File: config.mk
export PLATFORM = sky130hd
export DESIGN_NAME = lp_rtc
export DESIGN_NICKNAME = d
export VERILOG_FILES = /design/src/rtl/lp_rtc.sv
export SDC_FILE = /design/constraint.sdc
export NUM_CORES = 1
export LEC_CHECK = 0
export BUFFER_PORTS_ARGS = -buffer_cell sky130_fd_sc_hd__buf_2
export CAP_MARGIN = 15
export CORE_ASPECT_RATIO = 0.75
export CORE_MARGIN = 1.5
export CORE_UTILIZATION = 44
export CTS_CLUSTER_DIAMETER = 50
export CTS_CLUSTER_SIZE = 20
export DETAILED_ROUTE_END_ITERATION = 6
export GPL_TIMING_DRIVEN = 1
export PLACE_DENSITY = 0.69
export SYNTH_ARGS = -nofsm -noshare
export SYNTH_HDL_FRONTEND = slang
export SYNTH_SLANG_ARGS = --single-unit
File: constraint.sdc
create_clock -name clk -period 4.4 [get_ports clk]
set_input_delay 0.88 -clock clk [delete_from_list [all_inputs] [get_ports clk]]
set_output_delay 0.88 -clock clk [all_outputs]
set_load 0.01 [all_outputs]
File: src/rtl/lp_rtc.sv
module lp_rtc #(
  parameter int DW    = 32,
  parameter int AW    = 5,
  parameter int SUB_W = 15,
  parameter logic [31:0] CHECK_WORD = 32'h4173_6166
) (
  input  logic          clk,
  input  logic          rst_n,
  input  logic          slow_tick,
  input  logic          wr_en,
  input  logic [AW-1:0] addr,
  input  logic [DW-1:0] wdata,
  output logic [DW-1:0] rdata,
  output logic          irq,
  output logic          wake,
  output logic [2:0]    busy
);
  localparam logic [AW-1:0] A_SEC = AW'(8'h00);
  localparam logic [AW-1:0] A_SUB = AW'(8'h04);
  localparam logic [AW-1:0] A_ALM = AW'(8'h08);
  localparam logic [AW-1:0] A_CTL = AW'(8'h10);
  localparam logic [AW-1:0] A_STS = AW'(8'h14);
  localparam logic [AW-1:0] A_GLT = AW'(8'h18);
  localparam int B_RUN = 3, B_WKE = 4, B_IRE = 7, B_NSA = 11, B_NVX = 14, B_INX = 15;
  localparam int NSTG = 3;

  logic [DW-1:0]    sec_q, alm_q, ctl_q, glt_q;
  logic [SUB_W-1:0] sub_q;
  logic             flag_alm, flag_val, flag_ini;
  logic [DW-1:0]    stg [NSTG];
  logic [NSTG-1:0]  hit;
  logic             run, ini_req, val_req;

  assign hit     = {wr_en && addr == A_CTL, wr_en && addr == A_ALM, wr_en && addr == A_SEC};
  assign run     = flag_val && ctl_q[B_RUN];
  assign ini_req = ctl_q[B_INX] && ctl_q[B_NSA];
  assign val_req = flag_ini && ini_req && ctl_q[B_NVX] && ctl_q[B_RUN] && glt_q == CHECK_WORD;
  assign irq     = flag_alm && ctl_q[B_IRE];
  assign wake    = flag_alm && ctl_q[B_WKE];

  always_ff @(posedge clk or negedge rst_n) begin
    if (!rst_n) begin
      sec_q <= '0; sub_q <= '0; alm_q <= '0; ctl_q <= '0; glt_q <= '0;
      flag_alm <= 1'b0; flag_val <= 1'b0; flag_ini <= 1'b0;
      busy <= '0;
      for (int i = 0; i < NSTG; i++) stg[i] <= '0;
    end else begin
      for (int i = 0; i < NSTG; i++) begin
        if (hit[i] && !busy[i]) begin
          stg[i]  <= wdata;
          busy[i] <= 1'b1;
        end else if (slow_tick) begin
          busy[i] <= 1'b0;
        end
      end
      if (wr_en && addr == A_GLT) glt_q <= wdata;
      if (wr_en && addr == A_STS) begin
        if (wdata[3])     flag_alm <= 1'b0;
        if (wdata[B_NVX]) flag_val <= 1'b0;
        if (wdata[B_INX]) flag_ini <= 1'b0;
      end
      if (slow_tick) begin
        if (run) begin
          sub_q <= sub_q + 1'b1;
          if (&sub_q) sec_q <= sec_q + 1'b1;
          if (sec_q == alm_q) flag_alm <= 1'b1;
        end
        if (busy[0]) sec_q <= stg[0];
        if (busy[1]) alm_q <= stg[1];
        if (busy[2]) ctl_q <= stg[2];
        if (ini_req) flag_ini <= 1'b1;
        if (val_req) flag_val <= 1'b1;
      end
    end
  end

  always_comb begin
    case (addr)
      A_SEC:   rdata = sec_q;
      A_SUB:   rdata = DW'(sub_q);
      A_ALM:   rdata = alm_q;
      A_CTL:   rdata = ctl_q;
      A_STS:   rdata = {16'b0, flag_ini, flag_val, 10'b0, flag_alm, 3'b0};
      A_GLT:   rdata = glt_q;
      default: rdata = '0;
    endcase
  end


  ctl_on_tick_chk: assert property (@(posedge clk) disable iff (!rst_n)
    !$stable(ctl_q) |-> $past(slow_tick));

  busy_drop_chk: assert property (@(posedge clk) disable iff (!rst_n)
    (busy[2] && hit[2]) |=> $stable(stg[2]));

  frozen_chk: assert property (@(posedge clk) disable iff (!rst_n)
    !$past(run) |-> $stable(sub_q));

  ini_on_tick_chk: assert property (@(posedge clk) disable iff (!rst_n)
    $rose(flag_ini) |-> $past(slow_tick));

  val_word_chk: assert property (@(posedge clk) disable iff (!rst_n)
    $rose(flag_val) |-> $past(glt_q == CHECK_WORD));

  alarm_on_tick_chk: assert property (@(posedge clk) disable iff (!rst_n)
    $rose(flag_alm) |-> $past(slow_tick && run && sec_q == alm_q));
endmodule

# Word-level counts from Yosys, hierarchy flattened

Cells that the tools add are included.

Bits in registers: 245
Latch bits: 0
Memory bits (writable): 0
Bits in read-only memories: 0
Bits of input ports: 41
Logic and storage cells: 74
Memories: 0

Add/subtract/negate cells: 2
Multiply operators: 0
Divide/modulo/power cells: 0
Order comparisons: 0
Equality and inequality tests: 7
Shift operators: 0
Muxes and demuxes: 21
Bitwise logic cells: 0
Reduce and logical (&&, ||, !) cells: 30

Operators by type and width:

| operator                                               | number |
|---|---|
| one-hot mux 32 bit (6 select lines)                    | 1 |
| 2-to-1 mux 32 bit                                      | 3 |
| adder 32 x 1 -> 32 bit (second input constant)         | 1 |
| equality test 32 x 31 -> 1 bit (second input constant) | 1 |
| equality test 32 bit                                   | 1 |
| 2-to-1 mux 1 bit                                       | 17 |
| logical AND 1 bit                                      | 16 |
| adder 15 x 1 -> 15 bit (second input constant)         | 1 |
| equality test 5 bit (second input constant)            | 3 |
| AND reduction 15 bit                                   | 1 |
| nonzero test 2 bit                                     | 5 |
| AND reduction 2 bit                                    | 3 |
| equality test 5 x 3 -> 1 bit (second input constant)   | 1 |
| equality test 5 x 4 -> 1 bit (second input constant)   | 1 |
| zero test 5 bit                                        | 1 |
| zero test 1 bit                                        | 3 |
| AND reduction 3 bit                                    | 1 |

# Logic depth before layout (Yosys ltp)

Depth in word-level cells: 7
Mapped depth: 7
Gate-level depth less buffers: 6

# Least setup slack after synthesis

OpenSTA, ideal clock, no wires.

Path kind: input to output
From: input port addr[2]
To: output port rdata[11]
Arrival: 2.226 ns
Data required time: 3.520 ns
Slack: 1.294 ns
Cell stages on the path: 6
Buffers on the path: 2
Cells stage by stage: nor3_1 and2_1 clkbuf_1 clkbuf_1 a22oi_1 o211ai_1

Word-level cells in the longest chain between the ends: 2
Elaborated cells on any way between the ends: 7
Classes of those cells: eq/ne: 5; mux: 1; reduce/logical: 1

Ends and longest elaborated chain:

| element                                           | RTL line | source |
|---|---|---|
| start: declaration                                | 11       | `input logic [AW-1:0] addr,` |
| equality test 5 bit, or another cell as far along | 78       | `case (addr)` |
| one-hot mux 32 bit (6 select lines) (*)           | 78       |  |
| end: declaration                                  | 13       | `output logic [DW-1:0] rdata,` |

Mark *: on every way between the ends. The rest lies on a longest branch, timed or not.

# Worst setup path after layout

From: input port addr[2]
To: output port rdata[25]

Same word-level chain as after synthesis.

==> qor.yml <==
power_frac_seq: 0.510
crit_required_ns: 3.52
yosysSeqAreaShare: 0.5276
async_flop_share: 1.000
synth_seq_cells: 245
syn_area_per_cell_sq_um: 11.97
antennaDiodeCount: 0
routabilityCongestion: 0.9022
netlist_area_sq_mm: 0.01162
pin_count: 78
fillers: 2252
antenna_found_initial: 0
worstPathMaxFanout: 21
nets: 1070
p_int_mw: 4.060
cts_setup_buffers: 0
start_util: 0.4475
setup_viol: 0
yosys_warnings: 0
drtAntennaViolNets: 0
die_y_um: 143.7
period_minus_slack_ns: 3.584
cts.htree.levels: 1
switchingPower_mw: 1.663
ir_drop_v: 0.0002987
place_hpwl_um: 24120
via_count: 8738
critPathKind: "in -> out"
routed_wl_um: 34010
power_density_mw_per_mm2: 435.0
cts.sinks: 245
hold_viol: 0
cts_resized: 0
ys.flop_type: "dfrtp_1"
clock.fmax_mhz: 279.0
drv_slew: 0
grt_pass1_vias: 8149
clk_latency_ns: 0.54
groute.usage.overall: 0.2497
p_leak_nw: 5.997
grt_max_degree: 100
combPwrFrac: 0.114
finish.utilization: 0.5066
numCtsBuffers: 24
cts_tree: "done"
r2r_start: "busy[0]$_DFFE_PN0P_"
end_kind: "output pin"
status: "finished clean"
areaGrowthSynthToFinish_pct: 13.22
die_x_um: 190.7
clockPowerShare: 0.376
rows: 51
finClkSkew_ns: 0.01472
port-buffer-count: 77
drc_errors: 0
cp-start-kind: "input port"
finalSetupTns_ns: 0
worst_slew_margin_rel: 0.2611
tightestPinTransition_ns: 1.108
synth.distinct_cells: 66
maxCapViolCount: 0
die_area_sq_mm: 0.02741
multi_input_area_sq_mm: 0.005139
avgRoutedWirePerCell_um: 24.49
syn_inst: 971
ctsHoldBuffers: 0
grt_pass1_wl_um: 51310
rsz0062_at_grt: "no"
fin_crit_sh: 0.8145
min_path_type: "in -> async"
root_buffer: "clkbuf_16"
critPathArrivalTime_ns: 2.70
register_area_sq_mm: 0.006132
core_area_sq_mm: 0.02597
first_pass_iters: 6
vias_per_cell: 6.291
drive_above_1_share: 0.3397
swShare: 0.2906
ctsLongestPathBuffers: 3
dr.first_iter.drc_count: 1016
path_clk_slew_ns: 0.08
crit_start: "addr[2]"
syn-num-nets: 1014
synth-edff-count: 0
grt.overflow.total: 0
## synth_stat cells, types with 3 or more instances
master	instances	area [sq um]
a21o_1	3	22.52
a21oi_1	45	225.2
a221oi_1	18	157.7
a22oi_1	45	337.8
and2_1	5	31.28
and3_1	10	62.56
and4_1	3	26.28
buf_1	11	41.29
buf_2	7	35.03
buf_4	7	52.55
buf_6	4	45.04
clkbuf_1	40	150.1
dfrtp_1	245	6131
inv_1	7	26.28
mux2_2	193	2173
mux2i_1	11	110.1
nand2_1	50	187.7
nand3_1	25	125.1
nand4_1	18	112.6
nor2_1	33	123.9
nor3_1	11	55.05
nor3b_1	4	30.03
nor4_1	17	106.4
nor4b_1	7	61.31
o211ai_1	13	97.59
o21ai_0	29	145.1
o22ai_1	6	37.54
o2bb2ai_1	5	43.79
or4_1	3	22.52
xnor2_1	24	210.2
xor2_1	22	192.7
## cell type report
type / count / area share
sequential: 245 / 0.4661
timing repair buffer: 101 / 0.04545
tap: 344 / 0.03271
multi-input combinational: 647 / 0.3905
clock buffer: 26 / 0.04859
clock inverter: 18 / 0.01436
inverter: 8 / 0.002282
## per-stage QoR
step           cells  hold WS (ns)  cell area, sq um  power [mW]  worst slack (ns)
6_report        1389        0.3742             13160       5.723            0.8163
3_3_place_gp    1344        0.4741             12320       3.550            0.9468
5_1_grt         1389        0.4496             13160       5.924            0.7309
4_1_cts         1388        0.4077             13150       5.736            0.8618
3_5_place_dp    1344        0.4858             12320       3.592            0.8807
2_1_floorplan    971        0.4555             11620       3.256             1.294
## sequential cells by signal, summed over array words and instances, names as in the netlist
signal / cells
sub_q: 15
stg: 96
alm_q: 32
flag_val: 1
flag_ini: 1
glt_q: 32
ctl_q: 32
sec_q: 32
flag_alm: 1
busy: 3
## power groups by stage
| stage | clock network (mW) | registers, mW | logic, mW |
|---|---|---|---|
| detailed placement | 0 | 2.94 | 0.649 |
| CTS | 2.18 | 2.90 | 0.655 |
| global placement | 0 | 2.93 | 0.622 |
| global route | 2.27 | 2.95 | 0.710 |
| finish | 2.15 | 2.92 | 0.653 |
| floorplan | 0 | 2.78 | 0.479 |
## logic make-up (layout without fill, tap and decap cells)
kind of cell	count (synthesis)	count (layout)	synth area share
buffers and inverters	79	153	0.03133
AOI/OAI and AO/OA	188	188	0.1106
adders and majority gates	2	2	0.002153
muxes	204	204	0.1965
and+or+nand+nor	207	207	0.09722
xor gates and xnor gates	46	46	0.03467
DFF	245	245	0.5276
## layout by cell type, fill, tap and decap left out, types with 5 or more instances in the layout
cell type,n
nand3_1,24
o2bb2ai_1,5
a21oi_1,45
nor2_1,33
o21ai_0,29
nand2_1,50
o211ai_1,13
nor4b_1,7
buf_4,21
xnor2_1,24
inv_1,7
mux2_2,193
nor3_1,11
o22ai_1,6
buf_2,76
mux2i_1,11
a221oi_1,18
dfrtp_1,244
clkbuf_16,25
and3_1,10
xor2_1,22
nor4_1,16
nand4_1,18
a22oi_1,45
## path summary, 6_finish.rpt
kind                                          to  slack [ns]  cells past startpoint
max                                    rdata[25]        0.82                      7
min                         glt_q[1]$_DFFE_PN0P_        0.37                      1
max reg2reg                sec_q[26]$_DFFE_PN0P_        1.55                      5
min reg2reg                sub_q[10]$_DFFE_PN0P_        0.50                      1
max in group asynchronous  ctl_q[29]$_DFFE_PN0P_        3.14                      2
min in group clk           sub_q[10]$_DFFE_PN0P_        0.50                      1
## per-layer routing
| metal | up-vias | track usage | part of all wire |
|---|---|---|---|
| met1 | 4489 | 0.3800 | 0.46 |
| met4 | 0 | 0.09242 | 0.037 |
| met5 | - | 0 | 0 |
| met3 | 74 | 0.03956 | 0.078 |
| li1 | 3732 | - | - |
| met2 | 443 | 0.3558 | 0.43 |
## critical path, cell delays in order
cell and delay, ns:
buf_2 0.12, nor3_1 0.37, and2_2 0.56, buf_4 0.32, a22oi_1 0.09, a21oi_1 0.20, buf_2 0.16
(Power assumes the default switching activity.)
